**config.mk**
```make
export PLATFORM = sky130hd
export DESIGN_NAME = fic_ctrl
export DESIGN_NICKNAME = d
export VERILOG_FILES = /design/src/rtl/fic_pkg.sv /design/src/rtl/fic_level_ctr.sv /design/src/rtl/fic_thr_reg.sv /design/src/rtl/fic_err_flags.sv /design/src/rtl/fic_irq_gen.sv /design/src/rtl/fic_ctrl.sv
export SDC_FILE = /design/constraint.sdc
export NUM_CORES = 1
export LEC_CHECK = 0
export CORE_MARGIN = 4
export CORE_UTILIZATION = 53
export CTS_CLUSTER_DIAMETER = 100
export DETAILED_ROUTE_END_ITERATION = 16
export PLACE_DENSITY = 0.89
export SETUP_SLACK_MARGIN = 0.05
export SYNTH_ARGS = -nofsm -noshare
export SYNTH_HDL_FRONTEND = slang
export SYNTH_HIERARCHICAL = 1
export SYNTH_SLANG_ARGS = --single-unit
```
**constraint.sdc**
```tcl
create_clock -name clk -period 3.3 [get_ports clk]
set_clock_uncertainty 0.1 [all_clocks]
set_input_delay 0.495 -clock clk [delete_from_list [all_inputs] [get_ports clk]]
set_output_delay 0.495 -clock clk [all_outputs]
set_load 0.05 [all_outputs]
```
**src/rtl/fic_pkg.sv**
```systemverilog
`timescale 1ns/1ps
package fic_pkg;
  localparam int NSRC = 5;

  // status bit positions (software decodes these)
  localparam int B_TXE = 0;
  localparam int B_TXO = 1;
  localparam int B_RXU = 2;
  localparam int B_RXO = 3;
  localparam int B_RXF = 4;

  typedef enum logic [2:0] {
    A_TXTHR  = 3'd0,
    A_RXTHR  = 3'd1,
    A_TXLVL  = 3'd2,
    A_RXLVL  = 3'd3,
    A_MASK   = 3'd4,
    A_RAW    = 3'd5,
    A_MSTAT  = 3'd6,
    A_ERRCLR = 3'd7
  } fic_addr_e;
endpackage

```
**src/rtl/fic_level_ctr.sv**
```systemverilog
`timescale 1ns/1ps
module fic_level_ctr #(
  parameter int DEPTH = 16,
  parameter int LW    = $clog2(DEPTH + 1)
) (
  input  logic          clk,
  input  logic          rst_n,
  input  logic          en,
  input  logic          push,
  input  logic          pop,
  input  logic          full_i,
  input  logic          empty_i,
  output logic [LW-1:0] level
);
  localparam logic [LW-1:0] TOP = LW'(DEPTH);

  logic inc, dec;
  assign inc = push && !full_i && (level != TOP);
  assign dec = pop && !empty_i && (level != '0);

  always_ff @(posedge clk or negedge rst_n) begin
    if (!rst_n)      level <= '0;
    else if (!en)    level <= '0;
    else begin
      case ({inc, dec})
        2'b10:   level <= level + 1'b1;
        2'b01:   level <= level - 1'b1;
        default: level <= level;
      endcase
    end
  end
endmodule

```
**src/rtl/fic_thr_reg.sv**
```systemverilog
`timescale 1ns/1ps
module fic_thr_reg #(
  parameter int DEPTH = 16,
  parameter int DW    = 16,
  parameter int TW    = (DEPTH > 2) ? $clog2(DEPTH) : 1
) (
  input  logic          clk,
  input  logic          rst_n,
  input  logic          wr,
  input  logic [DW-1:0] wdata,
  output logic [TW-1:0] thr
);
  logic fits;
  assign fits = (wdata < DW'(DEPTH));

  always_ff @(posedge clk or negedge rst_n) begin
    if (!rst_n)          thr <= '0;
    else if (wr && fits) thr <= wdata[TW-1:0];
  end
endmodule

```
**src/rtl/fic_err_flags.sv**
```systemverilog
`timescale 1ns/1ps
module fic_err_flags
  import fic_pkg::*;
(
  input  logic            clk,
  input  logic            rst_n,
  input  logic            en,
  input  logic            tx_ovf_ev,
  input  logic            rx_udf_ev,
  input  logic            rx_ovf_ev,
  input  logic            clr,
  output logic [NSRC-1:0] err
);
  logic [NSRC-1:0] set_v;

  always_comb begin
    set_v        = '0;
    set_v[B_TXO] = tx_ovf_ev;
    set_v[B_RXU] = rx_udf_ev;
    set_v[B_RXO] = rx_ovf_ev;
  end

  always_ff @(posedge clk or negedge rst_n) begin
    if (!rst_n)   err <= '0;
    else if (!en) err <= '0;
    else          err <= (clr ? '0 : err) | set_v;
  end
endmodule

```
**src/rtl/fic_irq_gen.sv**
```systemverilog
`timescale 1ns/1ps
module fic_irq_gen
  import fic_pkg::*;
#(
  parameter int LW = 5,
  parameter int TW = 4,
  parameter int MW = 8
) (
  input  logic [LW-1:0]   tx_lvl,
  input  logic [LW-1:0]   rx_lvl,
  input  logic [TW-1:0]   tx_thr,
  input  logic [TW-1:0]   rx_thr,
  input  logic [NSRC-1:0] err,
  input  logic [MW-1:0]   mask,
  output logic [NSRC-1:0] raw,
  output logic [NSRC-1:0] masked,
  output logic            irq
);
  logic tx_low, rx_high;
  assign tx_low  = ({1'b0, tx_lvl} <= {{(LW + 1 - TW){1'b0}}, tx_thr});
  assign rx_high = ({1'b0, rx_lvl} >  {{(LW + 1 - TW){1'b0}}, rx_thr});

  always_comb begin
    raw        = err;
    raw[B_TXE] = tx_low;
    raw[B_RXF] = rx_high;
  end

  for (genvar i = 0; i < NSRC; i++) begin : g_mask
    assign masked[i] = raw[i] & ~mask[i];
  end

  assign irq = |masked;
endmodule

```
**src/rtl/fic_ctrl.sv**
```systemverilog
`timescale 1ns/1ps
module fic_ctrl
  import fic_pkg::*;
#(
  parameter int DEPTH = 16,
  parameter int DW    = 16
) (
  input  logic          clk,
  input  logic          rst_n,
  input  logic          en,
  input  logic          tx_push,
  input  logic          tx_pop,
  input  logic          tx_full,
  input  logic          rx_push,
  input  logic          rx_pop,
  input  logic          rx_full,
  input  logic          rx_empty,
  input  logic          reg_wr,
  input  logic          reg_rd,
  input  logic [2:0]    reg_addr,
  input  logic [DW-1:0] reg_wdata,
  output logic [DW-1:0] reg_rdata,
  output logic          irq
);
  localparam int LW = $clog2(DEPTH + 1);
  localparam int TW = (DEPTH > 2) ? $clog2(DEPTH) : 1;
  localparam int MW = 8;

  fic_addr_e addr;
  assign addr = fic_addr_e'(reg_addr);

  logic [LW-1:0]   tx_lvl, rx_lvl;
  logic [TW-1:0]   tx_thr, rx_thr;
  logic [NSRC-1:0] err_q, raw, masked;
  logic [MW-1:0]   mask_q;

  fic_level_ctr #(.DEPTH(DEPTH), .LW(LW)) u_txc (
    .clk(clk), .rst_n(rst_n), .en(en), .push(tx_push), .pop(tx_pop),
    .full_i(tx_full), .empty_i(1'b0), .level(tx_lvl));

  fic_level_ctr #(.DEPTH(DEPTH), .LW(LW)) u_rxc (
    .clk(clk), .rst_n(rst_n), .en(en), .push(rx_push), .pop(rx_pop),
    .full_i(rx_full), .empty_i(rx_empty), .level(rx_lvl));

  fic_thr_reg #(.DEPTH(DEPTH), .DW(DW), .TW(TW)) u_txt (
    .clk(clk), .rst_n(rst_n), .wr(reg_wr && addr == A_TXTHR),
    .wdata(reg_wdata), .thr(tx_thr));

  fic_thr_reg #(.DEPTH(DEPTH), .DW(DW), .TW(TW)) u_rxt (
    .clk(clk), .rst_n(rst_n), .wr(reg_wr && addr == A_RXTHR),
    .wdata(reg_wdata), .thr(rx_thr));

  fic_err_flags u_err (
    .clk(clk), .rst_n(rst_n), .en(en),
    .tx_ovf_ev(tx_push && tx_full),
    .rx_udf_ev(rx_pop && rx_empty),
    .rx_ovf_ev(rx_push && rx_full),
    .clr(reg_rd && addr == A_ERRCLR),
    .err(err_q));

  always_ff @(posedge clk or negedge rst_n) begin
    if (!rst_n)                      mask_q <= '1;
    else if (reg_wr && addr == A_MASK) mask_q <= reg_wdata[MW-1:0];
  end

  fic_irq_gen #(.LW(LW), .TW(TW), .MW(MW)) u_irq (
    .tx_lvl(tx_lvl), .rx_lvl(rx_lvl), .tx_thr(tx_thr), .rx_thr(rx_thr),
    .err(err_q), .mask(mask_q), .raw(raw), .masked(masked), .irq(irq));

  always_comb begin
    reg_rdata = '0;
    case (addr)
      A_TXTHR:  reg_rdata = DW'(tx_thr);
      A_RXTHR:  reg_rdata = DW'(rx_thr);
      A_TXLVL:  reg_rdata = DW'(tx_lvl);
      A_RXLVL:  reg_rdata = DW'(rx_lvl);
      A_MASK:   reg_rdata = DW'(mask_q);
      A_RAW:    reg_rdata = DW'(raw);
      A_MSTAT:  reg_rdata = DW'(masked);
      A_ERRCLR: reg_rdata = DW'(err_q);
      default:  reg_rdata = '0;
    endcase
  end
endmodule

```
Yosys cells after proc, flatten, opt, wreduce, memory -nomap -nowiden --
Cells that the tools add are included.
Storage, ports and cells: register bits after elaboration 31, bits in latches 0, bits in writable memories 0, memory bits (read-only) 0, input bits 31, output and inout bits 17, memories 0
Operators by class: add/sub/neg operators 4, $mul 0, divide/modulo/power cells 0, order comparisons 3, equal/unequal tests 15, shift operators 0, mux-type cells 7, bitwise logic cells 11, reductions and logical operators 23
Operators with widths (count):
- $pmux 16 s8 | 1
- $mux 5 | 4
- $pmux 5 s2 | 2
- $logic_and 1x1->1 | 16
- $lt 16x5->1 const B | 1
- $eq 3x3->1 const B | 4
- $add 5x1->5 const B | 2
- $ne 5x5->1 const B | 2
- $reduce_bool 5->1 | 2
- $sub 5x1->5 const B | 2
- $eq 3x2->1 const B | 2
- $ne 3x1->1 const B | 2
- $and 1x1->1 | 5
- $gt 5x4->1 | 1
- $le 5x4->1 | 1
- $not 1->1 | 5
- $or 5x4->5 | 1
- $reduce_or 5->1 | 1
- $eq 2x1->1 const B | 2
- $eq 2x2->1 const B | 2
- $eq 3x1->1 const B | 1
- $logic_not 1->1 | 3
- $logic_not 3->1 | 1

Longest topological paths before layout --
Gate-level depths: netlist (run 1).
word-level depth 6, depth in mapped cells 11, mapped depth without buffers 10

Cells and area by module --
The synthesis (run 1) kept the hierarchy.
By module, submodules not included:
- fic_level_ctr | instances 2, cells each 49, area an instance 489.2 um^2, sequential area each 125.1 um^2
- fic_ctrl | instances 1, cells each 80, area an instance 804.5 um^2, sequential area each 210.2 um^2
- fic_thr_reg | instances 2, cells each 13, area an instance 193.9 um^2, sequential area each 100.1 um^2
- fic_irq_gen | instances 1, cells each 43, area an instance 320.3 um^2, sequential area each 0.0 um^2
- fic_err_flags | instances 1, cells each 12, area an instance 135.1 um^2, sequential area each 75.1 um^2

Least setup slack after synthesis (run 1) --
Ideal clock, no wire load.
path type register to output, from reg u_rxc.level[3], to out reg_rdata[4], data arrival time 2596 ps, data required time 2705 ps, path slack 109 ps, cell stages (with the launch flop) 7, buffers on the path 0, cell sequence dfrtp_1 > ha_1 > nand4_1 > nor2_1 > a311oi_1 > mux2i_1 > a311oi_1
On the way: word-level cells in the longest chain between the ends 3
Ends and longest elaborated chain:
- start: declaration | RTL line fic_level_ctr.sv:13 | output logic [LW-1:0] level
- start signal: assignment | RTL line fic_level_ctr.sv:26 | 2'b10: level <= level + 1'b1;
- start signal: assignment | RTL line fic_level_ctr.sv:27 | 2'b01: level <= level - 1'b1;
- start signal: assignment | RTL line fic_level_ctr.sv:28 | default: level <= level;
- $gt 5x4->1 | RTL line fic_irq_gen.sv:21 | assign rx_high = ({1'b0, rx_lvl} > {{(LW + 1 - TW){1'b0}}, rx_thr});
- $and 1x1->1 | RTL line fic_irq_gen.sv:30 | assign masked[i] = raw[i] & ~mask[i];
- via masked[4] | RTL line fic_ctrl.sv:34 | logic [NSRC-1:0] err_q, raw, masked;
- $pmux 16 s8 | RTL line fic_ctrl.sv:72 | case (addr)
- end: declaration | RTL line fic_ctrl.sv:22 | output logic [DW-1:0] reg_rdata,
The timed path passes the listed nets, and every way through them passes these cells. The select of a mux whose other input is x is not followed.

Worst setup path after layout (run 1) --
from reg u_txc.level[1], to out reg_rdata[0]
On the way: word-level cells in the longest chain between the ends 3
Ends and longest elaborated chain:
- start: declaration | RTL line fic_level_ctr.sv:13
- start signal: assignment | RTL line fic_level_ctr.sv:26
- start signal: assignment | RTL line fic_level_ctr.sv:27
- start signal: assignment | RTL line fic_level_ctr.sv:28
- $le 5x4->1 | RTL line fic_irq_gen.sv:20 | assign tx_low = ({1'b0, tx_lvl} <= {{(LW + 1 - TW){1'b0}}, tx_thr});
- $and 1x1->1 | RTL line fic_irq_gen.sv:30
- via masked[0] | RTL line fic_ctrl.sv:34
- $pmux 16 s8 | RTL line fic_ctrl.sv:72
The timed path passes the listed nets, and every way through them passes these cells. The select of a mux whose other input is x is not followed.

==> results_dict.tcl, run 1 <==
set metrics [dict create \
    cp_top_family "compound AO/OA/AOI/OAI gates" \
    swShare 0.427 \
    die_h_um 78.4 \
    postRouteAntennaNets 0 \
    area_growth_pct 21.7 \
    clkPwrFrac 0.151 \
    setup.worst_path.start_class "flop" \
    path_buf_inv 1 \
    maxSlewViolCount 0 \
    synth_ff_type "dfrtp_1" \
    yosysWarnings 6 \
    setup_violations 0 \
    drtIter0Drc 225 \
    syn-instance-count 259 \
    io_pins 48 \
    cp_data_arrival_time_ps 2560 \
    finalHoldViolCount 0 \
    hold_slack_ps 451 \
    fin_nets 342 \
    ys_seq_area_frac 0.280 \
    syn_area_per_cell_um2 10.1 \
    start_util 0.552 \
    grt.overflow.total 0 \
    worst_pin_slew_ps 787 \
    clkSinkCount 29 \
    powerDensity_nw_per_um2 590 \
    crit_required_ps 2700 \
    cp_slowest_cell "dfrtp_1" \
    drcViolationCount 0 \
    hp-class "reg2reg" \
    power_uw 1880 \
    antenna_found_initial 0 \
    async_flop_share 1.00 \
    synth_most_common_cell "dfrtp_1" \
    yosysUniqueCellTypes 59 \
    period_minus_slack_ps 3150 \
    ys_seq_elements 29 \
    dieArea_um2 6150 \
    tns_ps 0 \
    synthDominantCellAreaShare 0.200 \
    fin_crit_sh 0.955 \
    row_count 25 \
    intPower_uw 1080 \
    antenna_cells 0 \
    crit_type "reg2out" \
    synth_area_leader_cell "dfrtp_1" \
    grt_use_total 0.216 \
    pwr-share-seq 0.307 \
    slew_headroom 0.474 \
    root_buffer "clkbuf_8" \
    cap_viol_max_count 0 \
    cellLeakagePower_uw 0.00139 \
    layoutNonFillerInstCount 367 \
    path_max_fanout 10 \
    grt_first_pass_wirelength_um 10600 \
    die_x_um 78.4 \
    grt_start_max_net_pins 30 \
    outcome "finished clean" \
    io_buffers 39 \
    detail_route.wl_per_cell_um 17.1 \
    grt_pass1_vias 2208 \
    synth_edf_count 0 \
    end_kind "output pin" \
    max-clock-path-buffers 2 \
    cts_made_buffers 5 \
    ys_top_cells_by_count "dfrtp_1, buf_4, mux2i_1, ha_1" \
    vias 2204 \
    rsz0062_at_grt "no" \
    clkTransAtPathRegs_ps 60 \
    switching_power_uw 804 \
    htreeDepth 2 \
    detail_route.first_pass.iterations 4 \
    vias_per_cell 6.01 \
    core_um2 4750 \
    routabilityCongestion 0.896 \
    drive_above_1_share 0.267 \
    wl_um 6270 \
    max_freq_mhz 317 \
    critical_path.max_stage_delay_ps 520 \
    vdd_drop_max_mv 0.328 \
    crit_chain "ha_1 > nand3_1 > or3b_4 > o32ai_2 > mux2i_1 > a211oi_1 > o22a_1 > buf_12" \
    clk_latency_ps 280 \
    synthTopCellsByArea "dfrtp_1, dfstp_2, ha_1" \
    hpwl_um 4820 \
    pwr-share-comb 0.542 \
    dp.cells 359 \
    synth.cell_area_um2 2630 \
    cts_tree "yes" \
]
logic make-up after synthesis:
logic type | synth area share
AOI/OAI and AO/OA | 0.169
xor gates and xnor gates | 0.0133
adders and majority gates | 0.0572
buffers and inverters | 0.0910
DFF | 0.280
muxes | 0.150
other | 0.00286
and+or+nand+nor | 0.237
state kept, by name (all words and copies together), names as in the netlist:
name         flops
u_rxc/level      5
u_txt/thr        4
u_rxt/thr        4
mask_q           8
u_txc/level      5
u_err/err        3
worst paths after layout:
check	cells after the start	to	slack [ps]	start
max	8	reg_rdata[0]	150	u_txc/level[1]
min	1	u_rxt/thr[1]	450	u_rxt/thr[1]
max reg2reg	9	u_txc/level[4]	330	u_txc/level[1]
min reg2reg	1	u_rxt/thr[1]	450	u_rxt/thr[1]
max in group asynchronous	2	mask_q[4]	2280	rst_n
min in group asynchronous	2	u_txt/thr[0]	490	rst_n
stage by stage:
stage                     cell area (um2)  worst slack (ps)   util
final                                3200               148  0.672
after global routing                 3200              61.7  0.672
after CTS                            3190               131  0.671
after detailed placement             3100              91.8  0.652
after global placement               3100               205  0.652
after floorplan                      2660               109      -
area by class of cell:
cell class,instances,area [um2]
clock buffers,6,72.6
clock inverters,2,10.0
inverters,10,37.5
repair buffers,51,558
multi-input cells,202,1700
flip-flops and latches,29,736
fillers,373,1560
well taps,67,83.8
power by group through the flow:
stage | Sequential, uW | Clock (uW) | Combinational, uW
after floorplan | 523 | 0 | 801
after global placement | 574 | 0 | 950
after detailed placement | 579 | 0 | 991
after CTS | 574 | 292 | 1000
after global routing | 595 | 306 | 1100
final | 579 | 284 | 1020
routing by layer:
layer,up-vias,share of wire,global-route usage
met3,10,0.048,0.0321
met1,1077,0.42,0.274
met5,-,0,0
met2,73,0.51,0.367
met4,0,0.017,0.0857
li1,1044,-,-
repair_timing:
action                                  4_1_cts  5_1_grt
setup buffers                                 0        0
resized for setup                             1        1
hold buffers                                  0        0
endpoints found under the setup margin        1        1
pin swaps                                     0        0
hold endpoints to repair                      0        0
placed cells by master, fill, tap and decap left out, types with 8 or more instances in the layout:
cell | synthesis | final
dfstp_2 | 8 | 8
nor2_1 | 10 | 10
buf_4 | 18 | 13
mux2_4 | 8 | 8
nor2b_1 | 11 | 11
conb_1 | 2 | 11
buf_12 | 0 | 8
clkdlybuf4s50_1 | 0 | 30
mux2_2 | 11 | 11
inv_1 | 10 | 10
mux2i_1 | 15 | 15
dfrtp_1 | 21 | 21
ha_1 | 12 | 12
Note: power is estimated with default switching activity, not from simulation.
==> run 2, diff against run 1 <==
--- a/config.mk
+++ b/config.mk
@@ -5,12 +5,14 @@
 export SDC_FILE = /design/constraint.sdc
 export NUM_CORES = 1
 export LEC_CHECK = 0
+export CORE_ASPECT_RATIO = 0.9
 export CORE_MARGIN = 4
 export CORE_UTILIZATION = 53
 export CTS_CLUSTER_DIAMETER = 100
 export DETAILED_ROUTE_END_ITERATION = 16
 export PLACE_DENSITY = 0.89
 export SETUP_SLACK_MARGIN = 0.05
+export SKIP_CTS_REPAIR_TIMING = 1
 export SYNTH_ARGS = -nofsm -noshare
 export SYNTH_HDL_FRONTEND = slang
 export SYNTH_HIERARCHICAL = 1
==> run 2 against run 1 <==
Net effect: setup slack better by 18 ps; flip-flop and latch count unchanged; die area about the same; sequential power about the same; power down 1.4%; worst hold slack better by 0.55 ps; critical path depth down 1; critical path type unchanged; critical endpoint is now reg_rdata[4]; largest power group unchanged.
==> results_dict.tcl, run 2 (synthesis results as in run 1) <==
set metrics [dict create \
    wl_um 6300 \
    worst_pin_slew_ps 787 \
    powerDensity_nw_per_um2 581 \
    fill_cells 353 \
    dieArea_um2 6150 \
    setup.worst_path.start_class "flop" \
    row_count 24 \
    clkSinkCount 29 \
    final_cell_mix "clkdlybuf4s50_1, dfrtp_1, mux2i_1" \
    drcViolationCount 0 \
    die_x_um 82.2 \
    area_growth_pct 21.9 \
    root_buffer "clkbuf_8" \
    vdd_drop_max_mv 0.345 \
    dpl-instance-area_um2 3110 \
    routabilityCongestion 0.858 \
    cts_tree "yes" \
    grt_use_total 0.212 \
    clk_latency_ps 280 \
    grt_pass1_vias 2132 \
    maxSlewViolCount 0 \
    fin_util 0.662 \
    antenna_cells 0 \
    die_h_um 74.8 \
    path_max_fanout 5 \
    vias 2207 \
    tns_ps 0 \
    clkTransAtPathRegs_ps 60 \
    start_util 0.543 \
    detail_route.wl_per_cell_um 17.3 \
    busiest_layer "met2" \
    fin_nets 342 \
    finalHoldViolCount 0 \
    htreeDepth 2 \
    vias_per_cell 6.05 \
    period_minus_slack_ps 3130 \
    grt_start_max_net_pins 30 \
    detail_route.first_pass.iterations 4 \
    max-clock-path-buffers 2 \
    hpwl_um 4800 \
    antenna_found_initial 0 \
    largest_reg_flops 8 \
    hold_slack_ps 452 \
    cellLeakagePower_uw 0.00139 \
    hp-class "reg2reg" \
    top_regs "mask_q x8, u_rxc/level x5, u_txc/level x5" \
    grt_first_pass_wirelength_um 10000 \
    drtIter0Drc 270 \
    slew_headroom 0.474 \
    grt.overflow.total 0 \
    crit_type "reg2out" \
    fin_crit_sh 0.950 \
    use_met3 0.0347 \
    postLayoutCellArea_um2 3200 \
    cp_data_arrival_time_ps 2540 \
    rsz0062_at_grt "no" \
    mostFrequentLayoutCell "clkdlybuf4s50_1" \
    postRouteAntennaNets 0 \
    core_um2 4830 \
    cap_viol_max_count 0 \
    largest_register "mask_q" \
    crit_required_ps 2700 \
    end_kind "output pin" \
    outcome "finished clean" \
    drive_above_1_share 0.267 \
    use_met1 0.272 \
    cts_made_buffers 5 \
    io_buffers 39 \
    use_met2 0.354 \
    setup_violations 0 \
    max_freq_mhz 319 \
    io_pins 48 \
]
## run 2: cell counts in the layout (fill, tap and decap cells not counted)
No cell type changed its count.
## run 2: layout make-up
type	instances	area (um2)	area share
inverter	10	37.5	0.0117
timing repair buffer	51	571	0.178
multi-input combinational	202	1690	0.529
tap	65	81.3	0.0254
clock inverter	2	10.0	0.00313
sequential	29	737	0.230
clock buffer	6	72.6	0.0227
## run 2: per-stage QoR
stage	total power [uW]	setup WS (ps)	std cells
2_1_floorplan	1320	109	268
3_3_place_gp	1530	207	357
3_5_place_dp	1570	93.1	357
4_1_cts	1860	63.0	365
5_1_grt	1970	54.1	365
6_report	1860	166	365
## run 2: final timing paths
path                                        to  depth (start not counted)           start  slack (ps)
worst max-delay path              reg_rdata[4]                          7  u_rxc/level[1]         170
worst min-delay path              u_rxt/thr[3]                          1    u_rxt/thr[3]         450
worst max register to register  u_txc/level[4]                          9  u_txc/level[1]         310
worst min register to register    u_rxt/thr[3]                          1    u_rxt/thr[3]         450
max in group asynchronous            mask_q[5]                          2           rst_n        2280
min in group asynchronous         u_txt/thr[0]                          2           rst_n         500
## run 2: critical path: stages, from the launching register on
cell	delay, ps
dfrtp_1	460
ha_1	330
nor2b_1	170
o211ai_2	100
a311oi_1	460
mux2i_1	150
a311oi_2	400
buf_12	180
## run 2: routing by layer
| layer | wire (um) | share of wire |
|---|---|---|
| met5 | 0 | 0 |
| met4 | 99 | 0.016 |
| met3 | 371 | 0.059 |
| met2 | 3190 | 0.51 |
| met1 | 2630 | 0.42 |
## run 2: report_power, final
part,internal [uW],switching (uW),leakage [uW]
Combinational,490,516,0.000979
Sequential,440,137,0.000367
Clock,146,130,0.0000450
==> run 3, diff against run 2 <==
--- a/config.mk
+++ b/config.mk
@@ -7,10 +7,11 @@
 export LEC_CHECK = 0
 export CORE_ASPECT_RATIO = 0.9
 export CORE_MARGIN = 4
-export CORE_UTILIZATION = 53
+export CORE_UTILIZATION = 25
 export CTS_CLUSTER_DIAMETER = 100
 export DETAILED_ROUTE_END_ITERATION = 16
-export PLACE_DENSITY = 0.89
+export GPL_ROUTABILITY_DRIVEN = 0
+export PLACE_DENSITY = 0.52
 export SETUP_SLACK_MARGIN = 0.05
 export SKIP_CTS_REPAIR_TIMING = 1
 export SYNTH_ARGS = -nofsm -noshare
==> run 3 against run 2 <==
Net effect: core utilization decreased by 34 points; worst hold slack worse by 5.8 ps; power up 11%; combinational power about the same; critical path depth up 1; final area increased by 4.5%; setup slack better by 8.3 ps; clock power up 73%; critical path type unchanged; critical endpoint is now reg_rdata[0].
==> results_dict.tcl, run 3 (synthesis results as in run 1) <==
set metrics [dict create \
    clk_latency_ps 270 \
    clkTransAtPathRegs_ps 50 \
    detail_route.first_pass.iterations 4 \
    wl_um 6560 \
    cellLeakagePower_uw 0.00142 \
    root_buffer "clkbuf_16" \
    powerDensity_nw_per_um2 615 \
    antenna_found_initial 0 \
    io_buffers 39 \
    grt_use_total 0.109 \
    period_minus_slack_ps 3130 \
    crit_chain "ha_1 > nand3_1 > or3b_4 > o32ai_2 > mux2i_1 > a211oi_1 > o22a_1 > buf_12" \
    row_count 35 \
    worst_pin_slew_ps 539 \
    rsz0062_at_grt "no" \
    setup_violations 0 \
    regArea_um2 738 \
    cap_viol_max_count 0 \
    grt_pass1_vias 2069 \
    cp_slowest_cell "dfrtp_1" \
    path_max_fanout 6 \
    final_cell_mix "clkdlybuf4s50_1, dfrtp_1, mux2i_1" \
    mostFrequentLayoutCell "clkdlybuf4s50_1" \
    vdd_drop_max_mv 0.312 \
    cts_made_buffers 5 \
    slew_headroom 0.639 \
    drcViolationCount 0 \
    postRouteAntennaNets 0 \
    crit_required_ps 2700 \
    path_buf_inv 1 \
    cts_tree "yes" \
    cp_data_arrival_time_ps 2530 \
    largest_reg_flops 8 \
    grt_first_pass_wirelength_um 10600 \
    die_x_um 116 \
    pre_cts_slack_ps 135 \
    max-clock-path-buffers 2 \
    start_util 0.256 \
    largest_register "mask_q" \
    hpwl_um 5170 \
    critical_path.max_stage_delay_ps 500 \
    max_freq_mhz 320 \
    top_regs "mask_q x8, u_rxc/level x5, u_txc/level x5" \
    maxSlewViolCount 0 \
    end_kind "output pin" \
    drtIter0Drc 69 \
    die_h_um 105 \
    area_growth_pct 27.3 \
    outcome "finished clean" \
    io_pins 48 \
    layout_setup_ws_ps 174 \
    drive_above_1_share 0.273 \
    crit_type "reg2out" \
    dieArea_um2 12200 \
    fin_nets 342 \
    core_um2 10200 \
    vias 2075 \
    antenna_cells 0 \
    fin_util 0.326 \
    cp_top_family "compound AO/OA/AOI/OAI gates" \
    finalHoldViolCount 0 \
    detail_route.wl_per_cell_um 15.3 \
    vias_per_cell 4.84 \
    multi_input_area_um2 1690 \
    grt_start_max_net_pins 30 \
    tns_ps 0 \
    htreeDepth 2 \
    setup.worst_path.start_class "flop" \
    fill_cells 1065 \
    fin_crit_sh 0.947 \
    grt.overflow.total 0 \
    clkSinkCount 29 \
    hp-class "reg2reg" \
]
## run 3: changes by cell type in the layout (fill, tap and decap cells not counted), sizes merged
cell    previous run  this run
clkinv             2         1
clkbuf             6         7
## run 3: final timing paths
kind / startpoint / endpoint / slack, ps / depth (start not counted)
worst max-delay path: u_txc/level[3] / reg_rdata[0] / 170 / 8
worst min-delay path: u_rxt/thr[1] / u_rxt/thr[1] / 450 / 1
worst max register to register: u_rxc/level[1] / u_rxc/level[4] / 380 / 9
worst min register to register: u_rxt/thr[1] / u_rxt/thr[1] / 450 / 1
max in group asynchronous: rst_n / mask_q[4] / 2250 / 2
min in group asynchronous: rst_n / u_txt/thr[1] / 520 / 2
## run 3: power breakdown
group          switching, uW  leakage [uW]  internal, uW
Clock                    158     0.0000799           319
Combinational            495      0.000974           491
Sequential               154      0.000366           441
Total                    806       0.00142          1250
## run 3: cell type report
cell class | count | area share
inverters | 10 | 0.0112
clock inverters | 1 | 0.00150
repair buffers | 51 | 0.167
clock buffers | 7 | 0.0456
well taps | 129 | 0.0483
flip-flops and latches | 29 | 0.221
multi-input cells | 202 | 0.506
## run 3: layer usage
metal / track usage / part of all wire / vias to the layer above
li1: - / - / 1042
met1: 0.155 / 0.49 / 1006
met2: 0.170 / 0.48 / 25
met3: 0.0201 / 0.028 / 2
met4: 0.0240 / 0.0035 / 0
met5: 0 / 0 / -
## run 3: worst reg2reg max path: stages, from the launching register on
cell and delay, ps:
dfrtp_1 510, or2_4 330, o41ai_4 340, nor2_1 120
xor2_1 160, ha_1 200, or3_1 300, a21oi_1 200
nor4_1 70, or4_1 470
## run 3: through the flow
step | instance area (um2) | hold slack (ps) | power [uW] | instances
floorplan | 2660 | 99.4 | 1320 | 268
global placement | 3180 | 420 | 1560 | 421
detailed placement | 3180 | 441 | 1570 | 421
CTS | 3340 | 452 | 2060 | 429
global route | 3340 | 461 | 2200 | 429
finish | 3340 | 446 | 2060 | 429
